**config.mk**
```make
export PLATFORM = sky130hd
export DESIGN_NAME = phy_led_driver
export DESIGN_NICKNAME = d
export VERILOG_FILES = /design/src/rtl/led_pkg.sv /design/src/rtl/led_cfg.sv /design/src/rtl/led_stretch.sv /design/src/rtl/led_blink.sv /design/src/rtl/phy_led_driver.sv
export SDC_FILE = /design/constraint.sdc
export NUM_CORES = 1
export LEC_CHECK = 0
export ABC_AREA = 1
export BUFFER_PORTS_ARGS = -buffer_cell sky130_fd_sc_hd__buf_2
export CAP_MARGIN = 10
export CORE_ASPECT_RATIO = 0.9
export CORE_UTILIZATION = 63
export CTS_CLUSTER_SIZE = 10
export DETAILED_ROUTE_END_ITERATION = 8
export PLACE_DENSITY = 0.81
export REMOVE_ABC_BUFFERS = 1
export SLEW_MARGIN = 20
export SYNTH_ARGS = -nofsm -noshare
export SYNTH_HDL_FRONTEND = slang
export SYNTH_SLANG_ARGS = --single-unit
```
**constraint.sdc**
```tcl
create_clock -name clk -period 2.7 [get_ports clk]
set_clock_uncertainty 0.05 [all_clocks]
set_input_delay 0.27 -clock clk [delete_from_list [all_inputs] [get_ports clk]]
set_output_delay 0.27 -clock clk [all_outputs]
set_load 0.03 [all_outputs]
```
**src/rtl/led_pkg.sv**
```systemverilog
// Package: shared display-mode encoding for the PHY LED driver.
// Assumes: the 4-bit codes are fixed by software expectations.
package led_pkg;

    typedef enum logic [3:0] {
        LM_SPEED   = 4'b0000,
        LM_TX      = 4'b0001,
        LM_RX      = 4'b0010,
        LM_COL     = 4'b0011,
        LM_LINK    = 4'b0100,
        LM_DUPLEX  = 4'b0101,
        LM_SPARE0  = 4'b0110,
        LM_ACT     = 4'b0111,
        LM_ON      = 4'b1000,
        LM_OFF     = 4'b1001,
        LM_BLINK_F = 4'b1010,
        LM_BLINK_S = 4'b1011,
        LM_LNK_RX  = 4'b1100,
        LM_LNK_ACT = 4'b1101,
        LM_DPX_COL = 4'b1110,
        LM_SPARE1  = 4'b1111
    } led_mode_e;

    // Index of each stretched event channel.
    localparam int EV_TX  = 0;
    localparam int EV_RX  = 1;
    localparam int EV_COL = 2;
    localparam int EV_ACT = 3;
    localparam int N_EV   = 4;

endpackage

```
**src/rtl/led_cfg.sv**
```systemverilog
// Module: configuration holder for the LED driver.
// Loads mode, stretch code and stretch enable on a write strobe and
// raises clr_o in the cycle of a write that changes the mode.
// Assumes: synchronous active-low reset; write data valid with strobe.
module led_cfg
    import led_pkg::*;
(
    input  logic      clk,
    input  logic      rst_n,
    input  logic      we_i,
    input  logic [3:0] mode_i,
    input  logic [1:0] sel_i,
    input  logic      en_i,
    output led_mode_e mode_o,
    output logic [1:0] sel_o,
    output logic      en_o,
    output logic      clr_o
);

    led_mode_e  mode_q;
    logic [1:0] sel_q;
    logic       en_q;

    // Configuration registers with their reset values.
    always_ff @(posedge clk) begin
        if (!rst_n) begin
            mode_q <= LM_RX;
            sel_q  <= 2'b00;
            en_q   <= 1'b1;
        end else if (we_i) begin
            mode_q <= led_mode_e'(mode_i);
            sel_q  <= sel_i;
            en_q   <= en_i;
        end
    end

    // Mode-change pulse that restarts timers downstream.
    always_comb clr_o = we_i && (mode_i != mode_q);

    assign mode_o = mode_q;
    assign sel_o  = sel_q;
    assign en_o   = en_q;

    a_r1_reset_values: assert property (@(posedge clk)
        !rst_n |=> (mode_q == LM_RX && sel_q == 2'b00 && en_q));

    a_r2_readback: assert property (@(posedge clk) disable iff (!rst_n)
        we_i |=> (mode_o == $past(mode_i) && sel_o == $past(sel_i) && en_o == $past(en_i)));

endmodule

```
**src/rtl/led_stretch.sv**
```systemverilog
// Module: retriggerable one-shot for one LED event.
// act_o is high while the event is present and for len_i cycles after
// its last sampled occurrence; clr_i cancels a running hold.
// Assumes: evt_i synchronous to clk; len_i >= 1 and <= MAX_LEN.
module led_stretch #(
    parameter int MAX_LEN = 100,
    localparam int W = $clog2(MAX_LEN + 1)
) (
    input  logic         clk,
    input  logic         rst_n,
    input  logic         clr_i,
    input  logic         evt_i,
    input  logic [W-1:0] len_i,
    output logic         act_o
);

    logic [W-1:0] cnt_q;

    // Hold counter: reload on event, count down to zero otherwise.
    always_ff @(posedge clk) begin
        if (!rst_n || clr_i)
            cnt_q <= '0;
        else if (evt_i)
            cnt_q <= len_i;
        else if (cnt_q != '0)
            cnt_q <= cnt_q - 1'b1;
    end

    // Stretched view of the event.
    always_comb act_o = evt_i || (cnt_q != '0);

    a_r5_hold_after_event: assert property (@(posedge clk) disable iff (!rst_n)
        (evt_i && !clr_i) |=> act_o);

    a_r5_cnt_bound: assert property (@(posedge clk) disable iff (!rst_n)
        cnt_q <= W'(MAX_LEN));

    a_r10_clear_timer: assert property (@(posedge clk) disable iff (!rst_n)
        clr_i |=> (cnt_q == '0));

endmodule

```
**src/rtl/led_blink.sv**
```systemverilog
// Module: 50% duty blink generator with two half-period choices.
// on_o is high for the first half-period after clr_i.
// Assumes: FAST_HALF and SLOW_HALF >= 1; slow_i changes only with clr_i.
module led_blink #(
    parameter int FAST_HALF = 50,
    parameter int SLOW_HALF = 250,
    localparam int BW = $clog2(SLOW_HALF + 1)
) (
    input  logic clk,
    input  logic rst_n,
    input  logic clr_i,
    input  logic slow_i,
    output logic on_o
);

    logic [BW-1:0] cnt_q;
    logic [BW-1:0] half;
    logic          phase_q;

    // Half-period in cycles for the selected rate.
    always_comb half = slow_i ? BW'(SLOW_HALF) : BW'(FAST_HALF);

    // Phase counter, toggling the phase at each half-period end.
    always_ff @(posedge clk) begin
        if (!rst_n || clr_i) begin
            cnt_q   <= '0;
            phase_q <= 1'b0;
        end else if (cnt_q >= half - 1'b1) begin
            cnt_q   <= '0;
            phase_q <= !phase_q;
        end else begin
            cnt_q <= cnt_q + 1'b1;
        end
    end

    always_comb on_o = !phase_q;

    a_r7_cnt_bound: assert property (@(posedge clk) disable iff (!rst_n)
        cnt_q < BW'(SLOW_HALF));

    a_r10_phase_cleared: assert property (@(posedge clk) disable iff (!rst_n)
        clr_i |=> on_o);

endmodule

```
**src/rtl/phy_led_driver.sv**
```systemverilog
// Module: top of the PHY status LED driver.
// Selects one link condition, test pattern or combined view per the
// display mode, stretches events on request and registers the LED.
// Assumes: all status inputs synchronous to clk; CLK_HZ multiple of 1000.
module phy_led_driver
    import led_pkg::*;
#(
    parameter int CLK_HZ = 25_000_000,
    localparam int TPM     = CLK_HZ / 1000,
    localparam int LEN_30  = 30 * TPM,
    localparam int LEN_60  = 60 * TPM,
    localparam int LEN_100 = 100 * TPM,
    localparam int SW      = $clog2(LEN_100 + 1)
) (
    input  logic       clk,
    input  logic       rst_n,
    input  logic       speed_i,
    input  logic       link_i,
    input  logic       duplex_i,
    input  logic       tx_i,
    input  logic       rx_i,
    input  logic       col_i,
    input  logic       cfg_we_i,
    input  logic [3:0] cfg_mode_i,
    input  logic [1:0] cfg_sel_i,
    input  logic       cfg_str_en_i,
    output logic       led_o,
    output logic [3:0] rd_mode_o,
    output logic [1:0] rd_sel_o,
    output logic       rd_str_en_o
);

    led_mode_e       mode;
    logic [1:0]      sel;
    logic            str_en;
    logic            clr;
    logic [SW-1:0]   len;
    logic [N_EV-1:0] raw_ev;
    logic [N_EV-1:0] str_ev;
    logic [N_EV-1:0] single_ev;
    logic            blink_on;
    logic            led_d;

    led_cfg u_cfg (
        .clk    (clk),
        .rst_n  (rst_n),
        .we_i   (cfg_we_i),
        .mode_i (cfg_mode_i),
        .sel_i  (cfg_sel_i),
        .en_i   (cfg_str_en_i),
        .mode_o (mode),
        .sel_o  (sel),
        .en_o   (str_en),
        .clr_o  (clr)
    );

    // Hold length for the selected stretch code; reserved code acts as 30 ms.
    always_comb begin
        unique case (sel)
            2'b01:   len = SW'(LEN_60);
            2'b10:   len = SW'(LEN_100);
            default: len = SW'(LEN_30);
        endcase
    end

    // Raw event vector in channel order.
    always_comb begin
        raw_ev         = '0;
        raw_ev[EV_TX]  = tx_i;
        raw_ev[EV_RX]  = rx_i;
        raw_ev[EV_COL] = col_i;
        raw_ev[EV_ACT] = tx_i || rx_i;
    end

    for (genvar g = 0; g < N_EV; g++) begin : g_str
        led_stretch #(.MAX_LEN(LEN_100)) u_str (
            .clk   (clk),
            .rst_n (rst_n),
            .clr_i (clr),
            .evt_i (raw_ev[g]),
            .len_i (len),
            .act_o (str_ev[g])
        );
    end

    led_blink #(.FAST_HALF(50 * TPM), .SLOW_HALF(250 * TPM)) u_blink (
        .clk    (clk),
        .rst_n  (rst_n),
        .clr_i  (clr),
        .slow_i (mode == LM_BLINK_S),
        .on_o   (blink_on)
    );

    // Single-event views honour the global stretch enable.
    always_comb single_ev = str_en ? str_ev : raw_ev;

    // Display selection per mode.
    always_comb begin
        unique case (mode)
            LM_SPEED:   led_d = speed_i;
            LM_TX:      led_d = single_ev[EV_TX];
            LM_RX:      led_d = single_ev[EV_RX];
            LM_COL:     led_d = single_ev[EV_COL];
            LM_LINK:    led_d = link_i;
            LM_DUPLEX:  led_d = duplex_i;
            LM_ACT:     led_d = single_ev[EV_ACT];
            LM_ON:      led_d = 1'b1;
            LM_OFF:     led_d = 1'b0;
            LM_BLINK_F,
            LM_BLINK_S: led_d = blink_on;
            LM_LNK_RX:  led_d = link_i ^ str_ev[EV_RX];
            LM_LNK_ACT: led_d = link_i ^ str_ev[EV_ACT];
            LM_DPX_COL: led_d = duplex_i ^ str_ev[EV_COL];
            default:    led_d = 1'b0;
        endcase
    end

    // Registered LED output.
    always_ff @(posedge clk) begin
        if (!rst_n) led_o <= 1'b0;
        else        led_o <= led_d;
    end

    assign rd_mode_o   = mode;
    assign rd_sel_o    = sel;
    assign rd_str_en_o = str_en;

    a_r6_force_on: assert property (@(posedge clk) disable iff (!rst_n)
        (mode == LM_ON) |=> led_o);

    a_r6_force_off: assert property (@(posedge clk) disable iff (!rst_n)
        (mode == LM_OFF) |=> !led_o);

    a_r9_unused_dark: assert property (@(posedge clk) disable iff (!rst_n)
        (mode == LM_SPARE0 || mode == LM_SPARE1) |=> !led_o);

    a_r4_tx_shows: assert property (@(posedge clk) disable iff (!rst_n)
        (mode == LM_TX && tx_i) |=> led_o);

    a_r8_link_act_flip: assert property (@(posedge clk) disable iff (!rst_n)
        (mode == LM_LNK_ACT && link_i && (tx_i || rx_i)) |=> !led_o);

    a_r3_link_level: assert property (@(posedge clk) disable iff (!rst_n)
        (mode == LM_LINK) |=> (led_o == $past(link_i)));

endmodule

```
### Yosys cells after proc, flatten, opt, wreduce, memory -nomap -nowiden

Index checks and enable logic that the tools add are counted.

* bits of input ports: 16
* output and inout port bits: 8
* logic and storage cells: 67
* flip-flop bits (word level): 120

* reduce and logical (&&, ||, !) cells: 20
* $add $sub $neg: 6
* bitwise gates (word level): 3
* eq/ne operators: 15
* $lt $le $gt $ge: 1
* muxes and demuxes: 12

Operator list (number)
* $mux 22: 8
* $reduce_bool 22->1: 4
* $sub 22x1->22 const B: 4
* $pmux 22 s2: 1
* $eq 4x4->1 const B: 6
* $add 23x1->23 const B: 1
* $ge 23x23->1: 1
* $mux 23: 1
* $sub 23x1->23 const B: 1
* $eq 4x3->1 const B: 3
* $pmux 1 s12: 1
* $eq 4x2->1 const B: 2
* $reduce_bool 2->1: 4
* $logic_or 1x1->1: 6
* $eq 4x1->1 const B: 1
* $logic_not 4->1: 1
* $mux 4: 1
* $ne 4x4->1: 1
* $reduce_or 2->1: 2
* $xor 1x1->1: 3
* $eq 2x1->1 const B: 1
* $eq 2x2->1 const B: 1
* $logic_not 1->1: 2
* $logic_and 1x1->1: 1

### Logic depth before layout (Yosys ltp)

Gate-level depths: netlist of the first run.

* depth after elaboration: 5
* mapped depth: 16
* depth with buffers taken out: 16

### Cells and area by module

From an unflattened synthesis of the first run, not the netlist that was laid out.

* cell total of the unflattened synthesis: 1401
* area total of the unflattened synthesis: 8310.5 µm²

By module, submodules not included
* led_stretch: cells each 262, area an instance 1522.7 µm², sequential area each 440.4 µm², instances 4
* led_blink: cells each 223, area an instance 1519.0 µm², sequential area each 480.5 µm², instances 1
* phy_led_driver: cells each 81, area an instance 375.4 µm², sequential area each 20.0 µm², instances 1
* led_cfg: cells each 49, area an instance 325.3 µm², sequential area each 140.1 µm², instances 1

### Worst setup path after synthesis of the first run

No wires, ideal clock.

* path kind: reg2reg
* start: register u_cfg.mode_q[3], in the netlist u_cfg.mode_o[3]
* end: register u_blink.cnt_q[15]
* period minus slack after synthesis: 2.258 ns
* arrival: 2.089 ns
* setup time: 0.119 ns
* data required time: 2.531 ns
* path buffers: 2
* setup slack: 0.442 ns
* stages on the path, launching flop included: 14
* path through: dfxtp_1 buf_4 inv_1 nor2_2 nand2_4 ha_1 nand3_1 nor2_2 nand2_1 nor3_2 nand2_2 nand3_4 buf_6 nor2_4

* longest elaborated chain between the ends: 5
* elaborated cells between the ends (all ways): 8
* those cells by class: 1 x add/sub; 1 x order compare; 2 x eq/ne; 1 x mux; 3 x reduce/logical

RTL lines
* from (decl): line led_cfg.sv:20 `led_mode_e mode_q;`
* from (signal assigned): line led_cfg.sv:31 `mode_q <= led_mode_e'(mode_i);`
* $eq 4x4->1: line phy_led_driver.sv:90 `.slow_i (mode == LM_BLINK_S),`
* $mux 23: line led_blink.sv:21 `always_comb half = slow_i ? BW'(SLOW_HALF) : BW'(FAST_HALF);`
* $sub 23x1->23: line led_blink.sv:28 `end else if (cnt_q >= half - 1'b1) begin`
* $ge 23x23->1: line led_blink.sv:28
* $reduce_or 2->1 (no line) *
* to (signal assigned): line led_blink.sv:32 `cnt_q <= cnt_q + 1'b1;`
* to (decl): line led_blink.sv:16 `logic [BW-1:0] cnt_q;`

Mark *: on every way between the ends. The rest lies on a longest branch, timed or not.
A chain may end at the register's enable or synchronous reset.

### Worst setup path after layout of the first run

* start: register u_cfg.mode_q[3], in the netlist u_cfg.mode_o[3]
* end: register u_blink.cnt_q[11]

Same word-level chain as after synthesis.

==> flow_metrics.env, run 1 <==
export IMPL_drtIter0Drc=577
export IMPL_synthXorXnorAreaFrac_pct=7.260
export IMPL_root_buffer="clkbuf_16"
export IMPL_critPathLaunchType="flip-flop"
export IMPL_rows=35
export IMPL_grt_pass1_vias=6088
export IMPL_synth_seq_cells=120
export IMPL_hold_buffers=0
export IMPL_synth_warnings=0
export IMPL_seq_area_um2=2402
export IMPL_hold_class="input port to flip-flop"
export IMPL_path_clk_slew_ns=0.05
export IMPL_n_antenna_cell=0
export IMPL_synth_simple_gate_area_share_pct=35.24
export IMPL_cts_buffers=17
export IMPL_critical_path_class="flip-flop to flip-flop"
export IMPL_ctsHtreeMaxLevel=4
export IMPL_final_fill_count=898
export IMPL_muxShareOfSynthArea_pct=0.1456
export IMPL_post_cts_buffers=0
export IMPL_fmax_ghz=0.4144
export IMPL_syn_inst=1034
export IMPL_ios=24
export IMPL_antenna_found_initial=0
export IMPL_synth_compound_area_share_pct=12.03
export IMPL_cts_tree="yes"
export IMPL_routedWlPerCell_um=14.01
export IMPL_ir_worst_vdd_uv=653.0
export IMPL_slew_headroom_pct=68.84
export IMPL_die_area_um2=11340
export IMPL_final_min_clock_period_ns=2.413
export IMPL_cp_max_fo=23
export IMPL_layout_drive_gt1_share_pct=9.378
export IMPL_die_h_um=101.1
export IMPL_synthAdderAreaFrac_pct=2.729
export IMPL_layout_common_cells="nand2_1, nor2_1, dfxtp_1, inv_1, a21oi_1"
export IMPL_drcViolationCount=0
export IMPL_multi_input_area_um2=3950
export IMPL_r2r_setup_slack_ns=0.29
export IMPL_nNetsFinal=1095
export IMPL_setup_viol_count_final=0
export IMPL_grt_overflow_total=0
export IMPL_initial_core_util_pct=65.98
export IMPL_vias=6697
export IMPL_placed_cells=1174
export IMPL_grt_max_degree=40
export IMPL_insertion_delay_ns=0.41
export IMPL_final_cell_area_um2=7686
export IMPL_yosysSeqAreaShare_pct=34.93
export IMPL_synthToLayoutAreaGrowth_pct=11.77
export IMPL_grt_pass1_wl_um=28190
export IMPL_place_hpwl_um=12150
export IMPL_track_usage_pct=31.15
export IMPL_end_kind="flip-flop"
export IMPL_cp_required_ns=2.98
export IMPL_power_w=0.005440
export IMPL_slew_viol_final=0
export IMPL_core_area_um2=10420
export IMPL_dpl_cell_area_um2=7106
export IMPL_netlist_area_um2=6877
export IMPL_hold_violations=0
export IMPL_ant_nets=0
export IMPL_post_cts_resized=0
export IMPL_yosys_cell_types_count=39
export IMPL_place_ws_ns=0.3324
export IMPL_detail_route_vias_per_cell=5.553
export IMPL_postLayoutCoreUtil_pct=73.75
export IMPL_finalWorstSetupSlack_ns=0.2866
export IMPL_status="finished clean"
export IMPL_cts_sinks=120
export IMPL_syn_avg_cell_area_um2=6.650
export IMPL_port_buffers=23
export IMPL_drtPass1Iterations=5
export IMPL_place_congestion=0.9463
export IMPL_synth_top_family_by_area="simple AND/OR/NAND/NOR gates"
export IMPL_die_w_um=112.1
export IMPL_power_density_nw_per_um2=707.8
export IMPL_drv_cap=0
export IMPL_finalWirelength_um=16890
export IMPL_tightestPinTransition_ns=0.4632
export IMPL_clock_path_buffers=2
export IMPL_layout_commonest_cell="nand2_1"
export IMPL_period_share_pct=89.38
export IMPL_arrival_ns=2.69
export IMPL_finalNonFillerCells=1206
export IMPL_grt_setup_unrepaired="false"
export IMPL_p_leak_nw=3.521
==> kinds of logic after synthesis <==
kind of cell | after synthesis
simple gates | 555
compound gates | 151
buf+inv | 135
flops | 120
xor+xnor | 57
fa+ha+maj | 15
mux | 1
==> sequential cells by signal, summed over array words and instances (netlist names) <==
register	count
u_cfg.en_o	1
u_cfg.mode_o	4
u_cfg.sel_o	2
u_blink.phase_q	1
g_str.u_str.cnt_q	88
u_blink.cnt_q	23
led_o	1
==> path summary, 6_finish.rpt <==
check	startpoint	to	cells after the start
min	cfg_str_en_i	u_cfg.en_o$_SDFFE_PN1P_	3
max reg2reg	u_cfg.mode_o[3]$_SDFFE_PN0P_	u_blink.cnt_q[11]$_SDFF_PP0_	11
min reg2reg	u_blink.cnt_q[0]$_SDFF_PP0_	u_blink.cnt_q[0]$_SDFF_PP0_	1
max	u_cfg.mode_o[3]$_SDFFE_PN0P_	u_blink.cnt_q[11]$_SDFF_PP0_	11
==> cell type report <==
type                       count  share of cell area [%]
clock inverter                 7                  0.8465
inverter                     119                   5.811
timing repair buffer          27                   1.888
tap                          129                   2.100
multi-input combinational    779                   51.39
clock buffer                  25                   6.707
sequential                   120                   31.26
==> power by group <==
group / internal [W] / leakage (nW) / switching, W
Sequential: 0.00189 / 0.981 / 0.000113
Combinational: 0.000441 / 2.26 / 0.000819
Clock: 0.00140 / 0.285 / 0.000777
Total: 0.00373 / 3.52 / 0.00171
==> metal layers <==
metal | wire [µm] | GRT usage (%)
met4 | 479 | 13.74
met5 | 0 | 0
met3 | 1200 | 6.795
met1 | 7516 | 39.20
met2 | 7694 | 51.89
==> stage by stage <==
| step | setup TNS, ns | hold slack, ns |
|---|---|---|
| finish | 0 | 0.06374 |
| global route | 0 | 0.06641 |
| CTS | 0 | 0.06054 |
| detailed placement | 0 | 0.3866 |
| global placement | 0 | 0.3784 |
| floorplan | -3.434 | 0.2985 |
==> worst max-delay path, stage by stage (launching register included) <==
cell and delay [ns]:
dfxtp_1 0.46, inv_1 0.10, nor2_2 0.18, nand2_4 0.11
ha_1 0.31, a21oi_1 0.13, o21ai_0 0.10, inv_1 0.07
nand2_1 0.07, nor2_2 0.16, nand3_4 0.33, nor3_1 0.25
==> Yosys cell counts, drive strengths merged <==
cell / number / area share, %
nor2: 191 / 11
a211oi: 7 / 0.76
nand3: 52 / 4.0
inv: 115 / 6.3
dfxtp: 120 / 35
o22ai: 3 / 0.27
nor3: 24 / 2.0
a21boi: 2 / 0.22
mux2i: 1 / 0.15
nor3b: 1 / 0.11
buf: 4 / 0.51
a21oi: 94 / 7.1
a311oi: 2 / 0.25
nand2: 240 / 13
xnor2: 27 / 3.4
nand4: 24 / 2.2
or2: 8 / 0.73
o31ai: 1 / 0.11
clkbuf: 12 / 0.65
nor4: 9 / 0.82
clkinv: 4 / 0.22
a41oi: 1 / 0.13
and2: 1 / 0.091
xor2: 30 / 3.8
nand3b: 5 / 0.55
ha: 15 / 2.7
o21ai: 31 / 2.3
a31oi: 10 / 0.91
No activity file was read; power rests on OpenSTA's default activity.
==> inputs of run 2 (changes only) <==
==> constraint.sdc (replaced) <==
create_clock -name clk -period 2.7 [get_ports clk]
set_clock_uncertainty 0.05 [all_clocks]
set_input_delay 0.54 -clock clk [delete_from_list [all_inputs] [get_ports clk]]
set_output_delay 0.54 -clock clk [all_outputs]
set_load 0.03 [all_outputs]
==> run 2 against run 1 <==
- total power rose by 4.4%
- sequential share of layout area fell by 0.30 points
- utilization rose by 0.71 points
- routed wire length rose by 1.7%
- largest power group unchanged
==> flow_metrics.env, run 2 (synthesis gave the netlist of run 1 again) <==
export IMPL_status="finished clean"
export IMPL_root_buffer="clkbuf_16"
export IMPL_die_h_um=101.1
export IMPL_placed_cells=1177
export IMPL_place_hpwl_um=12310
export IMPL_hold_class="input port to flip-flop"
export IMPL_period_share_pct=91.51
export IMPL_cp_max_fo=23
export IMPL_critical_path_class="flip-flop to flip-flop"
export IMPL_grt_overflow_total=0
export IMPL_postLayoutCoreUtil_pct=74.45
export IMPL_met1_usage_pct=39.35
export IMPL_arrival_ns=2.73
export IMPL_grt_pass1_vias=6177
export IMPL_drtIter0Drc=431
export IMPL_layout_commonest_cell="nand2_1"
export IMPL_largest_reg_flops=88
export IMPL_cts_sinks=120
export IMPL_hold_violations=0
export IMPL_cts_buffers=17
export IMPL_cp_required_ns=2.96
export IMPL_busiest_layer="met2"
export IMPL_finalWirelength_um=17180
export IMPL_holdWs_ns=0.3282
export IMPL_slew_viol_final=0
export IMPL_insertion_delay_ns=0.42
export IMPL_fmax_ghz=0.4047
export IMPL_final_fill_count=892
export IMPL_grt_setup_unrepaired="false"
export IMPL_nNetsFinal=1098
export IMPL_finalNonFillerCells=1209
export IMPL_initial_core_util_pct=65.98
export IMPL_ctsHtreeMaxLevel=4
export IMPL_power_density_nw_per_um2=732.2
export IMPL_end_kind="flip-flop"
export IMPL_tightestPinTransition_ns=0.5289
export IMPL_grt_pass1_wl_um=28660
export IMPL_layout_common_cells="nand2_1, nor2_1, dfxtp_1, inv_1, a21oi_1"
export IMPL_use_met2_pct=53.42
export IMPL_antenna_found_initial=0
export IMPL_power_w=0.005682
export IMPL_drv_cap=0
export IMPL_ant_nets=0
export IMPL_die_area_um2=11340
export IMPL_cts_tree="yes"
export IMPL_drtPass1Iterations=5
export IMPL_die_w_um=112.1
export IMPL_critical_path_top_delay_family="simple AND/OR/NAND/NOR gates"
export IMPL_clock_path_buffers=2
export IMPL_path_clk_slew_ns=0.05
export IMPL_core_area_um2=10420
export IMPL_max_stage_delay_ns=0.47
export IMPL_grt_max_degree=44
export IMPL_vias=6777
export IMPL_ios=24
export IMPL_synthToLayoutAreaGrowth_pct=12.85
export IMPL_post_cts_resized=0
export IMPL_n_antenna_cell=0
export IMPL_layout_drive_gt1_share_pct=9.630
export IMPL_cp_num_buf_inv=2
export IMPL_critPathSlowestCell="dfxtp_1"
export IMPL_post_cts_buffers=0
export IMPL_port_buffers=23
export IMPL_rows=35
export IMPL_ir_worst_vdd_uv=454.6
export IMPL_drcViolationCount=0
export IMPL_final_min_clock_period_ns=2.471
export IMPL_setup_viol_count_final=0
export IMPL_hold_buffers=0
export IMPL_detail_route_vias_per_cell=5.605
export IMPL_crit_chain="inv_1 > nor2_2 > nand2_4 > ha_1 > a21oi_1 > o21ai_0 > inv_1 > nand2_1 > nor2_2 > nand3_4 > nor3_1"
export IMPL_p_leak_nw=3.553
export IMPL_critPathLaunchType="flip-flop"
export IMPL_slew_headroom_pct=64.74
export IMPL_place_congestion=0.9672
export IMPL_grt_use_met3_pct=7.216
export IMPL_largest_register="g_str.u_str.cnt_q"
export IMPL_routedWlPerCell_um=14.21
export IMPL_track_usage_pct=31.83
==> run 2: changes by cell type in the layout (fill, tap and decap cells not counted), sizes merged <==
cell	before	now
clkbuf	25	21
buf	27	30
bufinv	1	4
clkinv	8	9
==> run 2: report_power, final <==
| group | leakage [nW] | total (W) | switching, W | internal, W |
|---|---|---|---|---|
| sequential | 0.981 | 0.00200 | 0.000110 | 0.00189 |
| clock | 0.303 | 0.00241 | 0.000821 | 0.00159 |
| combinational | 2.27 | 0.00127 | 0.000828 | 0.000444 |
==> run 2: final timing paths <==
| path | from | end | slack [ns] | cells past startpoint |
|---|---|---|---|---|
| min | cfg_str_en_i | u_cfg.en_o$_SDFFE_PN1P_ | 0.33 | 3 |
| max | u_cfg.mode_o[3]$_SDFFE_PN0P_ | u_blink.cnt_q[12]$_SDFF_PP0_ | 0.23 | 11 |
| min reg2reg | u_blink.cnt_q[0]$_SDFF_PP0_ | u_blink.cnt_q[0]$_SDFF_PP0_ | 0.40 | 1 |
| max reg2reg | u_cfg.mode_o[3]$_SDFFE_PN0P_ | u_blink.cnt_q[12]$_SDFF_PP0_ | 0.23 | 11 |
==> run 2: final cells by class <==
type / count / area, µm² / share of cell area, %
inverter: 119 / 446.7 / 5.756
timing repair buffer: 30 / 167.7 / 2.161
clock inverter: 11 / 171.4 / 2.209
tap: 129 / 161.4 / 2.080
sequential: 120 / 2402 / 30.96
clock buffer: 21 / 460.4 / 5.934
multi-input combinational: 779 / 3950 / 50.90
==> run 2: worst reg2reg max path, stage by stage (launching register included) <==
cell and delay (ns):
dfxtp_1 0.47, inv_1 0.11, nor2_2 0.19, nand2_4 0.12, ha_1 0.30, a21oi_1 0.13
o21ai_0 0.09, inv_1 0.06, nand2_1 0.05, nor2_2 0.14, nand3_4 0.32, nor3_1 0.34
==> run 2: stage by stage <==
step / setup TNS [ns] / instance area [µm²] / worst slack (ns)
6_report: 0 / 7760 / 0.2292
5_1_grt: 0 / 7760 / 0.1162
4_1_cts: 0 / 7760 / 0.2699
3_5_place_dp: 0 / 7128 / 0.3345
3_3_place_gp: 0 / 7128 / 0.4330
2_1_floorplan: -3.434 / 6797 / -0.1196
==> run 2: per-layer routing <==
metal	vias to the layer above	routed length [µm]
met5	-	0
met4	0	531
met3	49	1314
met2	278	7724
met1	3024	7612
li1	3426	-
